--- src/rtl/accum_pkg.sv ---
package accum_pkg;
  localparam int unsigned DATA_W = 8;
  localparam int unsigned ARG_W  = 5;
endpackage

--- src/rtl/operand_reg.sv ---
module operand_reg #(
  parameter int unsigned W = 8
) (
  input  logic         clk,
  input  logic         rst,
  input  logic         load_en,
  input  logic [W-1:0] d,
  output logic [W-1:0] stored
);
  always_ff @(posedge clk) begin
    if (rst)          stored <= '0;
    else if (load_en) stored <= d;
  end

  // reset clears the register even when a load is requested
  p_reset_clear_r1: assert property (@(posedge clk) rst |=> stored == '0);
  // a load captures the bus value
  p_load_capture_r2: assert property (@(posedge clk) disable iff (rst)
    load_en |=> stored == $past(d));
  // the register holds when no load is requested
  p_hold_r3: assert property (@(posedge clk) disable iff (rst)
    !load_en |=> $stable(stored));
endmodule

--- src/rtl/cond_invert.sv ---
module cond_invert #(
  parameter int unsigned W = 8
) (
  input  logic         inv,
  input  logic [W-1:0] din,
  output logic [W-1:0] dout
);
  for (genvar i = 0; i < W; i++) begin : g_bit
    assign dout[i] = din[i] ^ inv;
  end
endmodule

--- src/rtl/ripple_adder.sv ---
module ripple_adder #(
  parameter int unsigned W = 8
) (
  input  logic [W-1:0] a,
  input  logic [W-1:0] b,
  input  logic         cin,
  output logic [W-1:0] sum
);
  logic [W-1:0] carry;

  assign carry[0] = cin;
  for (genvar i = 0; i < W; i++) begin : g_cell
    assign sum[i] = a[i] ^ b[i] ^ carry[i];
    if (i < W - 1) begin : g_carry
      assign carry[i+1] = (a[i] & b[i]) | (carry[i] & (a[i] ^ b[i]));
    end
  end
endmodule

--- src/rtl/addsub_accum.sv ---
module addsub_accum
  import accum_pkg::*;
#(
  parameter int unsigned DW = DATA_W,
  parameter int unsigned AW = ARG_W
) (
  input  logic          clk,
  input  logic          rst,
  input  logic [DW-1:0] bus_data,
  input  logic          load_en,
  input  logic [AW-1:0] arg,
  input  logic          neg,
  output logic [DW-1:0] q
);
  localparam int unsigned PAD = DW - AW;
  localparam logic [DW-1:0] ONE = DW'(1);

  logic [DW-1:0] stored_q;
  logic [DW-1:0] ext_arg;
  logic [DW-1:0] adder_a;
  logic [DW-1:0] adder_sum;

  assign ext_arg = {{PAD{1'b0}}, arg};

  operand_reg #(.W(DW)) u_reg (
    .clk     (clk),
    .rst     (rst),
    .load_en (load_en),
    .d       (bus_data),
    .stored  (stored_q)
  );

  cond_invert #(.W(DW)) u_pre_inv (
    .inv  (neg),
    .din  (stored_q),
    .dout (adder_a)
  );

  ripple_adder #(.W(DW)) u_add (
    .a   (adder_a),
    .b   (ext_arg),
    .cin (1'b1),
    .sum (adder_sum)
  );

  cond_invert #(.W(DW)) u_post_inv (
    .inv  (neg),
    .din  (adder_sum),
    .dout (q)
  );

  // the add path agrees with a behavioural sum
  p_add_result_r4: assert property (@(posedge clk) disable iff (rst)
    !neg |-> q == (stored_q + ext_arg + ONE));
  // the subtract path agrees with a behavioural difference
  p_sub_result_r5: assert property (@(posedge clk) disable iff (rst)
    neg |-> q == (stored_q - ext_arg - ONE));
endmodule

--- config.mk ---
export PLATFORM = sky130hd
export DESIGN_NAME = addsub_accum
export DESIGN_NICKNAME = d
export VERILOG_FILES = /design/src/rtl/accum_pkg.sv /design/src/rtl/operand_reg.sv /design/src/rtl/cond_invert.sv /design/src/rtl/ripple_adder.sv /design/src/rtl/addsub_accum.sv
export SDC_FILE = /design/constraint.sdc
export NUM_CORES = 1
export LEC_CHECK = 0
export BUFFER_PORTS_ARGS = -buffer_cell sky130_fd_sc_hd__buf_2
export CELL_PAD_IN_SITES_DETAIL_PLACEMENT = 1
export CELL_PAD_IN_SITES_GLOBAL_PLACEMENT = 1
export CORE_MARGIN = 1.5
export CORE_UTILIZATION = 38
export CTS_BUF_LIST = sky130_fd_sc_hd__clkbuf_2 sky130_fd_sc_hd__clkbuf_4 sky130_fd_sc_hd__clkbuf_8
export CTS_CLUSTER_SIZE = 20
export DETAILED_ROUTE_END_ITERATION = 12
export GPL_ROUTABILITY_DRIVEN = 0
export HOLD_SLACK_MARGIN = 0.05
export PLACE_DENSITY = 0.9
export SYNTH_ARGS = -nofsm -noshare
export SYNTH_HDL_FRONTEND = slang
export SYNTH_SLANG_ARGS = --single-unit
--- constraint.sdc ---
create_clock -name clk -period 10.45 [get_ports clk]
set_input_delay 1.5675 -clock clk [delete_from_list [all_inputs] [get_ports clk]]
set_output_delay 1.5675 -clock clk [all_outputs]
set_load 0.02 [all_outputs]
==> flow_summary_export.csv, run 1 <==
group,metric,value,unit
status,status,"completed",
setup_path,critPathMaxStageDelay,390,ps
grt,antenna_found_initial,0,
grt,grt_max_degree,15,
synthesis,ys_warn_count,0,
clocking,cts_max_path_buffers,2,
clocking,post_cts_buffers,0,
timing,hold_viol_final,0,
setup_path,critPathMaxFanout,14,
timing,slew-limit-headroom,76.2,%
grt,grt_use_total,14.3,%
route,vias,420,
clocking,cts-root-buf,"clkbuf_4",
timing,timing.fmax,162,MHz
die,start_util,42.2,%
timing,min_period,6170,ps
synthesis,syn_avg_cell_area,10.9,sq um
timing,worst_pin_slew,356,ps
clocking,clock_sinks,8,
setup_path,crit_buf_inv,3,
setup_path,critPathKind,"primary input to output pin",
setup_path,crit_chain,"buf_2 -> xnor2_1 -> ha_1 -> inv_1 -> fa_1 -> fa_1 -> fa_1 -> fa_1 -> ha_1 -> ha_1 -> xor2_1 -> buf_2",
power,power.density,148,mW/mm^2
finish,fin_cells,90,
finish,top_regs,"u_reg.stored x8",
synthesis,synth_area,569,sq um
route,ant_nets,0,
setup_path,critPathTopFamily,"adder cells",
finish,top_register,"u_reg.stored",
setup_path,r2r_setup_slack,9770,ps
grt,first_global_vias,450,
synthesis,postSynthCellCount,52,
setup_path,start_kind,"primary input",
power,p_leak,0.368,nW
place,place_hpwl,922,um
route,drt_iter0_drc,5,
setup_path,worst_setup_path_end_kind,"output pin",
grt,gr-total-overflow,0,
job,drv_cap,0,
route,wl_per_cell,11.9,um
route,firstDrtPassIters,2,
synthesis,seq_area_frac_synth,28.1,%
clocking,clk_latency,250,ps
finish,n_antenna_cell,0,
grt,grt_pass1_wl,1890,um
synthesis,synth_cell_type_count,12,
finish,fillCellCount,158,
clocking,cts_tree,"yes",
timing,clock-skew-final,0,ps
setup_path,critical-path-slowest-cell,"fa_1",
finish,largest_reg_flops,8,
setup_path,cpMostUsedCell,"fa_1",
power,ir_worst_vdd,0.0669,mV
finish,layout.nets,101,
timing,finalSetupTns,0,ps
route,vias_per_cell,4.67,
synthesis,synth_fp_nets,76,
timing,rsz0062_at_grt,"false",
clocking,clk_pin_slew_worst_paths,50,ps
die,pin_count,25,
finish,drive_above_1_share,36.0,%
synthesis,ys_seq_elements,8,
setup_path,required,8880,ps
timing,min_period_over_period,59.0,%
clocking,cts_resized,0,
place,dpl.cell_count,87,
die,die_area,0.00174,sq mm
route,routed_wl,1070,um
timing,slew_viol_final,0,
clocking,cts_buffers,3,
die,chipWidth,41.7,um
worst_hold_path,min_path_type,"flip-flop to flip-flop",
timing,setup_viol,0,
clocking,ctsHoldBuffers,0,
die,die_h,41.7,um
die,rows,13,
route,post-route-drc-count,0,
setup_path,crit_arrival,4600,ps
place,port-buffer-count,24,
die,core_area,0.00135,sq mm
clocking,h-tree-depth,1,
finish,syn_to_final_growth,20.9,%
[power breakdown]
part	internal (mW)	total (mW)	switching, mW
Sequential	0.0324	0.0337	0.00128
Combinational	0.0185	0.0448	0.0263
Clock	0.0131	0.0234	0.0103
Total	0.0641	0.102	0.0378
[worst register-to-register path, cell delays in order (launching register included)]
cell and delay (ps):
dfxtp_1 320, mux2i_1 180, nor2_1 70
[path summary, 6_finish.rpt]
kind                                                      to                    startpoint  cells after the start
worst min register to register  u_reg.stored[1]$_SDFFE_PP0P_  u_reg.stored[1]$_SDFFE_PP0P_                      2
worst max register to register  u_reg.stored[0]$_SDFFE_PP0P_  u_reg.stored[0]$_SDFFE_PP0P_                      2
worst min-delay path            u_reg.stored[1]$_SDFFE_PP0P_  u_reg.stored[1]$_SDFFE_PP0P_                      2
worst max-delay path                                    q[6]                           neg                     12
[cell families (layout without fill, tap and decap cells)]
group,count (synthesis),in the layout,synth area share [%]
buffers and inverters,6,29,8.79
adders and majority gates,7,7,20.7
muxes,8,8,14.1
xor gates and xnor gates,15,15,23.1
DFF,8,8,28.1
and+or+nand+nor,8,8,5.27
[layer usage]
| metal | vias up | routed length (um) | global-route usage, % |
|---|---|---|---|
| met1 | 193 | 401 | 15.2 |
| met5 | - | 0 | 0 |
| li1 | 209 | - | - |
| met4 | 0 | 23 | 9.68 |
| met3 | 2 | 63 | 1.74 |
| met2 | 16 | 580 | 25.9 |
[layout make-up]
| type | count | area (sq um) | area share, % |
|---|---|---|---|
| well taps | 15 | 18.8 | 2.73 |
| repair buffers | 24 | 120 | 17.5 |
| inverters | 2 | 7.51 | 1.09 |
| multi-input cells | 38 | 359 | 52.2 |
| flip-flops and latches | 8 | 160 | 23.3 |
| clock buffers | 3 | 22.5 | 3.27 |
[placed cells by master (no fill, tap or decap), drive strengths merged]
| cell type | instances |
|---|---|
| xnor2 | 2 |
| fa | 4 |
| xor2 | 13 |
| ha | 3 |
| mux2i | 8 |
| clkbuf | 3 |
| buf | 24 |
| nor2 | 8 |
| dfxtp | 8 |
| inv | 2 |
[metrics by stage]
| step | util [%] | worst slack [ps] | power, mW | hold WS [ps] | instance area (sq um) |
|---|---|---|---|---|---|
| after detailed placement | 49.3 | 4250 | 0.0800 | 505 | 666 |
| after global placement | 49.3 | 4340 | 0.0781 | 495 | 666 |
| after global routing | 51.0 | 4110 | 0.109 | 557 | 688 |
| final | 51.0 | 4280 | 0.102 | 510 | 688 |
| after floorplan | - | 4430 | 0.0669 | 481 | 569 |
| after CTS | 51.0 | 4240 | 0.104 | 518 | 688 |
[cell usage after synthesis]
cell type   n  area (sq um)
xor2_1     13           114
dfxtp_1     8           160
mux2i_1     8          80.1
nor2_1      8          30.0
fa_1        4          80.1
ha_1        3          37.5
inv_1       2          7.51
xnor2_1     2          17.5
buf_1       1          3.75
buf_12      1          20.0
buf_4       1          7.51
buf_6       1          11.3
No activity file was read; power rests on OpenSTA's default activity.
==> run 2, diff against run 1 <==
--- a/config.mk
+++ b/config.mk
@@ -9,13 +9,13 @@
 export CELL_PAD_IN_SITES_DETAIL_PLACEMENT = 1
 export CELL_PAD_IN_SITES_GLOBAL_PLACEMENT = 1
 export CORE_MARGIN = 1.5
-export CORE_UTILIZATION = 38
+export CORE_UTILIZATION = 32
 export CTS_BUF_LIST = sky130_fd_sc_hd__clkbuf_2 sky130_fd_sc_hd__clkbuf_4 sky130_fd_sc_hd__clkbuf_8
 export CTS_CLUSTER_SIZE = 20
 export DETAILED_ROUTE_END_ITERATION = 12
 export GPL_ROUTABILITY_DRIVEN = 0
 export HOLD_SLACK_MARGIN = 0.05
-export PLACE_DENSITY = 0.9
+export PLACE_DENSITY = 0.81
 export SYNTH_ARGS = -nofsm -noshare
 export SYNTH_HDL_FRONTEND = slang
 export SYNTH_SLANG_ARGS = --single-unit
==> constraint.sdc (replaced) <==
create_clock -name clk -period 5.6 [get_ports clk]
set_input_delay 0.84 -clock clk [delete_from_list [all_inputs] [get_ports clk]]
set_output_delay 0.84 -clock clk [all_outputs]
set_load 0.02 [all_outputs]
==> flow_summary_export.csv, run 2 (synthesis gave the netlist of run 1 again) <==
group,metric,value,unit
status,status,"completed",
power,ir_worst_vdd,0.112,mV
clocking,cts_max_path_buffers,2,
place,port-buffer-count,24,
setup_path,r2r_setup_slack,4990,ps
clocking,ctsHoldBuffers,0,
finish,layout.nets,101,
clocking,cts_tree,"yes",
grt,antenna_found_initial,0,
route,wl_per_cell,11.8,um
timing,slew-limit-headroom,75.3,%
power,power.density,275,mW/mm^2
clocking,clock_sinks,8,
die,chipWidth,45.2,um
route,drt_iter0_drc,3,
timing,setup_ws,904,ps
clocking,clk_pin_slew_worst_paths,50,ps
timing,min_period_over_period,83.9,%
route,ant_nets,0,
worst_hold_path,min_path_type,"flip-flop to flip-flop",
die,die_h,45.2,um
timing,timing.fmax,213,MHz
setup_path,critPathMaxFanout,14,
setup_path,critPathKind,"primary input to output pin",
timing,slew_viol_final,0,
clocking,clk_latency,250,ps
job,drv_cap,0,
timing,clock-skew-final,0,ps
grt,grt_use_total,12.1,%
timing,finalSetupTns,0,ps
finish,syn_to_final_growth,21.3,%
die,pin_count,25,
timing,setup_viol,0,
die,die_area,0.00204,sq mm
finish,top_regs,"u_reg.stored x8",
grt,first_global_vias,414,
grt,grt_max_degree,15,
route,post-route-drc-count,0,
finish,regArea,160,sq um
power,p_leak,0.368,nW
route,routed_wl,1090,um
route,vias,420,
finish,finalCoreUtilization,40.9,%
die,start_util,33.7,%
route,vias_per_cell,4.57,
finish,drive_above_1_share,36.0,%
clocking,post_cts_buffers,0,
finish,multi_input_area,359,sq um
grt,gr-total-overflow,0,
grt,grt_pass1_wl,1710,um
finish,top_register,"u_reg.stored",
timing,rsz0062_at_grt,"false",
die,rows,15,
finish,mostFrequentLayoutCells,"buf_2 (24), xor2_1 (13), mux2i_1 (8), nor2_1 (8), dfxtp_1 (8)",
clocking,h-tree-depth,1,
finish,layout_commonest_cell,"buf_2",
setup_path,crit_arrival,3860,ps
route,firstDrtPassIters,4,
finish,fillCellCount,206,
finish,n_antenna_cell,0,
clocking,cts_buffers,3,
die,core_area,0.00169,sq mm
timing,worst_pin_slew,370,ps
timing,min_period,4700,ps
finish,largest_reg_flops,8,
clocking,cts-root-buf,"clkbuf_4",
setup_path,start_kind,"primary input",
clocking,cts_resized,0,
setup_path,worst_setup_path_end_kind,"output pin",
timing,hold_viol_final,0,
setup_path,required,4760,ps
place,dp_worst_setup_slack,882,ps
-- run 2: cell counts in the layout (fill, tap and decap cells not counted) --
No cell type changed its count.
-- run 2: final timing paths --
kind,startpoint,to,depth (start not counted)
setup / recovery,neg,q[6],12
hold / removal,u_reg.stored[0]$_SDFFE_PP0P_,u_reg.stored[0]$_SDFFE_PP0P_,2
setup reg to reg,u_reg.stored[1]$_SDFFE_PP0P_,u_reg.stored[1]$_SDFFE_PP0P_,2
hold reg to reg,u_reg.stored[0]$_SDFFE_PP0P_,u_reg.stored[0]$_SDFFE_PP0P_,2
-- run 2: area by class of cell --
cell class,instances,share of cell area [%]
multi-input cells,38,52.0
flip-flops and latches,8,23.2
repair buffers,24,17.4
clock buffers,3,3.26
well taps,17,3.08
inverters,2,1.09
-- run 2: power by group --
part | total [mW] | internal, mW | switching (mW)
Sequential | 0.0629 | 0.0605 | 0.00240
Combinational | 0.0839 | 0.0347 | 0.0492
Clock | 0.0432 | 0.0245 | 0.0188
Total | 0.190 | 0.120 | 0.0703
-- run 2: routing by layer --
metal,share of wire [%],up-vias,track usage [%]
met5,0,-,0
met4,0,0,10.6
met3,5.0,0,0
met2,53,16,22.9
met1,42,195,12.1
li1,-,209,-
-- run 2: through the flow --
step	power, mW	hold slack, ps	area [sq um]	cells
2_1_floorplan	0.125	481	569	52
5_1_grt	0.202	548	691	92
3_5_place_dp	0.150	510	668	89
3_3_place_gp	0.146	498	668	89
6_report	0.190	518	691	92
4_1_cts	0.194	522	691	92
-- run 2: critical path: stages --
cell and delay, ps:
buf_2 320, xnor2_1 160, ha_1 160, inv_1 40, fa_1 370, fa_1 390, fa_1 390, fa_1 380
ha_1 190, ha_1 290, xor2_1 140, buf_2 180
==> run 3, diff against run 2 <==
==> constraint.sdc (replaced) <==
create_clock -name clk -period 3.95 [get_ports clk]
set_input_delay 0.5925 -clock clk [delete_from_list [all_inputs] [get_ports clk]]
set_output_delay 0.5925 -clock clk [all_outputs]
set_load 0.02 [all_outputs]
==> flow_summary_export.csv, run 3 (synthesis gave the netlist of run 1 again) <==
group,metric,value,unit
status,status,"completed",
finish,n_antenna_cell,0,
route,ant_nets,0,
timing,min_period,3840,ps
grt,grt_pass1_wl,1790,um
route,vias,444,
grt,gr-total-overflow,0,
finish,largest_reg_flops,8,
timing,min_period_over_period,97.3,%
clocking,cts_buffers,3,
setup_path,critical-path-slowest-cell,"fa_1",
timing,worst_pin_slew,267,ps
timing,hold_viol_final,0,
route,firstDrtPassIters,4,
worst_hold_path,hold_end,"u_reg.stored[4]$_SDFFE_PP0P_",
clocking,clk_latency,240,ps
finish,fin_cells,95,
route,wl_per_cell,11.2,um
place,port-buffer-count,24,
place,dpl.cell_count,92,
setup_path,required,3360,ps
grt,grt_use_total,12.3,%
clocking,cts_max_path_buffers,2,
clocking,clock_sinks,8,
clocking,cts_tree,"yes",
power,power.density,374,mW/mm^2
timing,setup_viol,0,
finish,layout.nets,104,
finish,fillCellCount,202,
timing,slew-limit-headroom,82.2,%
worst_hold_path,min_path_type,"flip-flop to flip-flop",
die,pin_count,25,
die,rows,15,
timing,rsz0062_at_grt,"false",
finish,mostFrequentLayoutCells,"buf_2 (23), xor2_1 (11), mux2i_1 (8), nor2_1 (8), dfxtp_1 (8)",
route,post-route-drc-count,0,
die,die_area,0.00204,sq mm
die,core_area,0.00169,sq mm
setup_path,critPathMaxFanout,3,
timing,setup_ws,108,ps
timing,clock-skew-final,0,ps
finish,layout_commonest_cell,"buf_2",
timing,slew_viol_final,0,
worst_hold_path,hold_depth,2,
setup_path,crit_chain,"buf_2 -> xnor2_1 -> ha_1 -> inv_1 -> fa_2 -> fa_2 -> fa_2 -> fa_1 -> ha_2 -> ha_4 -> xor2_4 -> buf_4",
clocking,clk_pin_slew_worst_paths,50,ps
setup_path,worst_setup_path_end_kind,"output pin",
clocking,h-tree-depth,1,
route,vias_per_cell,4.67,
timing,timing.fmax,260,MHz
grt,first_global_vias,443,
power,p_leak,0.383,nW
worst_hold_path,hp-start,"u_reg.stored[4]$_SDFFE_PP0P_",
finish,finalCoreUtilization,45.3,%
job,drv_cap,0,
route,routed_wl,1060,um
finish,syn_to_final_growth,34.3,%
finish,top_register,"u_reg.stored",
route,drt_iter0_drc,4,
place,dpl-instance-area,729,sq um
die,start_util,33.7,%
finish,top_regs,"u_reg.stored x8",
clocking,cts-root-buf,"clkbuf_4",
setup_path,cpMostUsedCell,"fa_2",
setup_path,rr_startpoint,"u_reg.stored[7]$_SDFFE_PP0P_",
place,place_hpwl,934,um
setup_path,r2r_setup_slack,3330,ps
grt,antenna_found_initial,0,
setup_path,timing.rr.end,"u_reg.stored[7]$_SDFFE_PP0P_",
clocking,ctsHoldBuffers,0,
die,chipWidth,45.2,um
grt,grt_max_degree,9,
finish,drive_above_1_share,47.4,%
place,dp_worst_setup_slack,-107,ps
finish,fin_area,764,sq um
setup_path,critPathMaxStageDelay,380,ps
setup_path,crit_arrival,3250,ps
power,ir_worst_vdd,0.154,mV
setup_path,reg2regPathDepth,2,
setup_path,start_kind,"primary input",
setup_path,critPathKind,"primary input to output pin",
die,die_h,45.2,um
-- run 3: cell count changes in the layout (fill, tap and decap cells not counted) --
cell,previous run,this run
buf_4,0,4
fa_1,4,1
fa_2,0,3
ha_1,3,1
xor2_1,13,11
buf_2,24,23
ha_2,0,1
ha_4,0,1
xor2_2,0,1
xor2_4,0,1
-- run 3: metal layers --
| metal | GRT usage, % | wire length (um) | vias up |
|---|---|---|---|
| li1 | - | - | 216 |
| met1 | 13.3 | 432 | 212 |
| met2 | 22.0 | 571 | 16 |
| met3 | 2.40 | 60 | 0 |
| met4 | 7.06 | 0 | 0 |
| met5 | 0 | 0 | - |
-- run 3: power breakdown --
| part | internal, mW | total (mW) | switching, mW |
|---|---|---|---|
| sequential | 0.0858 | 0.0894 | 0.00359 |
| clock | 0.0345 | 0.0586 | 0.0241 |
| combinational | 0.0627 | 0.138 | 0.0754 |
-- run 3: timing repair --
| item | CTS | global route |
|---|---|---|
| hold endpoints to repair | 0 | 0 |
| gates cloned | 0 | 0 |
| setup endpoints to repair | 1 | 1 |
| gates resized for setup | 4 | 1 |
| setup buffers | 0 | 0 |
-- run 3: critical path, delay by kind of cell --
family | cells | cell delay, ps
buf+inv | 3 | 340
fa+ha+maj | 7 | 2010
xor+xnor | 2 | 320
-- run 3: worst max-delay path by stage --
stage	start	to	slack (ps)	depth (start not counted)
4_1_cts	neg	q[6]	30	12
2_1_floorplan	neg	q[6]	-8	12
3_3_place_gp	neg	q[6]	-30	12
3_5_place_dp	neg	q[6]	-110	12
6_report	neg	q[6]	110	12
5_1_grt	neg	q[6]	20	12
-- run 3: cell type report --
cell class | count | area, sq um | area share (%)
Clock buffer | 3 | 22.5 | 2.95
Inverter | 2 | 7.51 | 0.982
Multi-Input combinational cell | 38 | 408 | 53.4
Sequential cell | 8 | 160 | 20.9
Tap cell | 17 | 21.3 | 2.78
Timing Repair Buffer | 27 | 145 | 19.0
-- run 3: through the flow --
| step | TNS [ps] | power [mW] | hold slack [ps] |
|---|---|---|---|
| after global routing | 0 | 0.310 | 561 |
| final | 0 | 0.286 | 512 |
| after CTS | 0 | 0.293 | 521 |
| after global placement | -34.5 | 0.223 | 497 |
| after floorplan | -8.16 | 0.190 | 481 |
| after detailed placement | -107 | 0.227 | 508 |
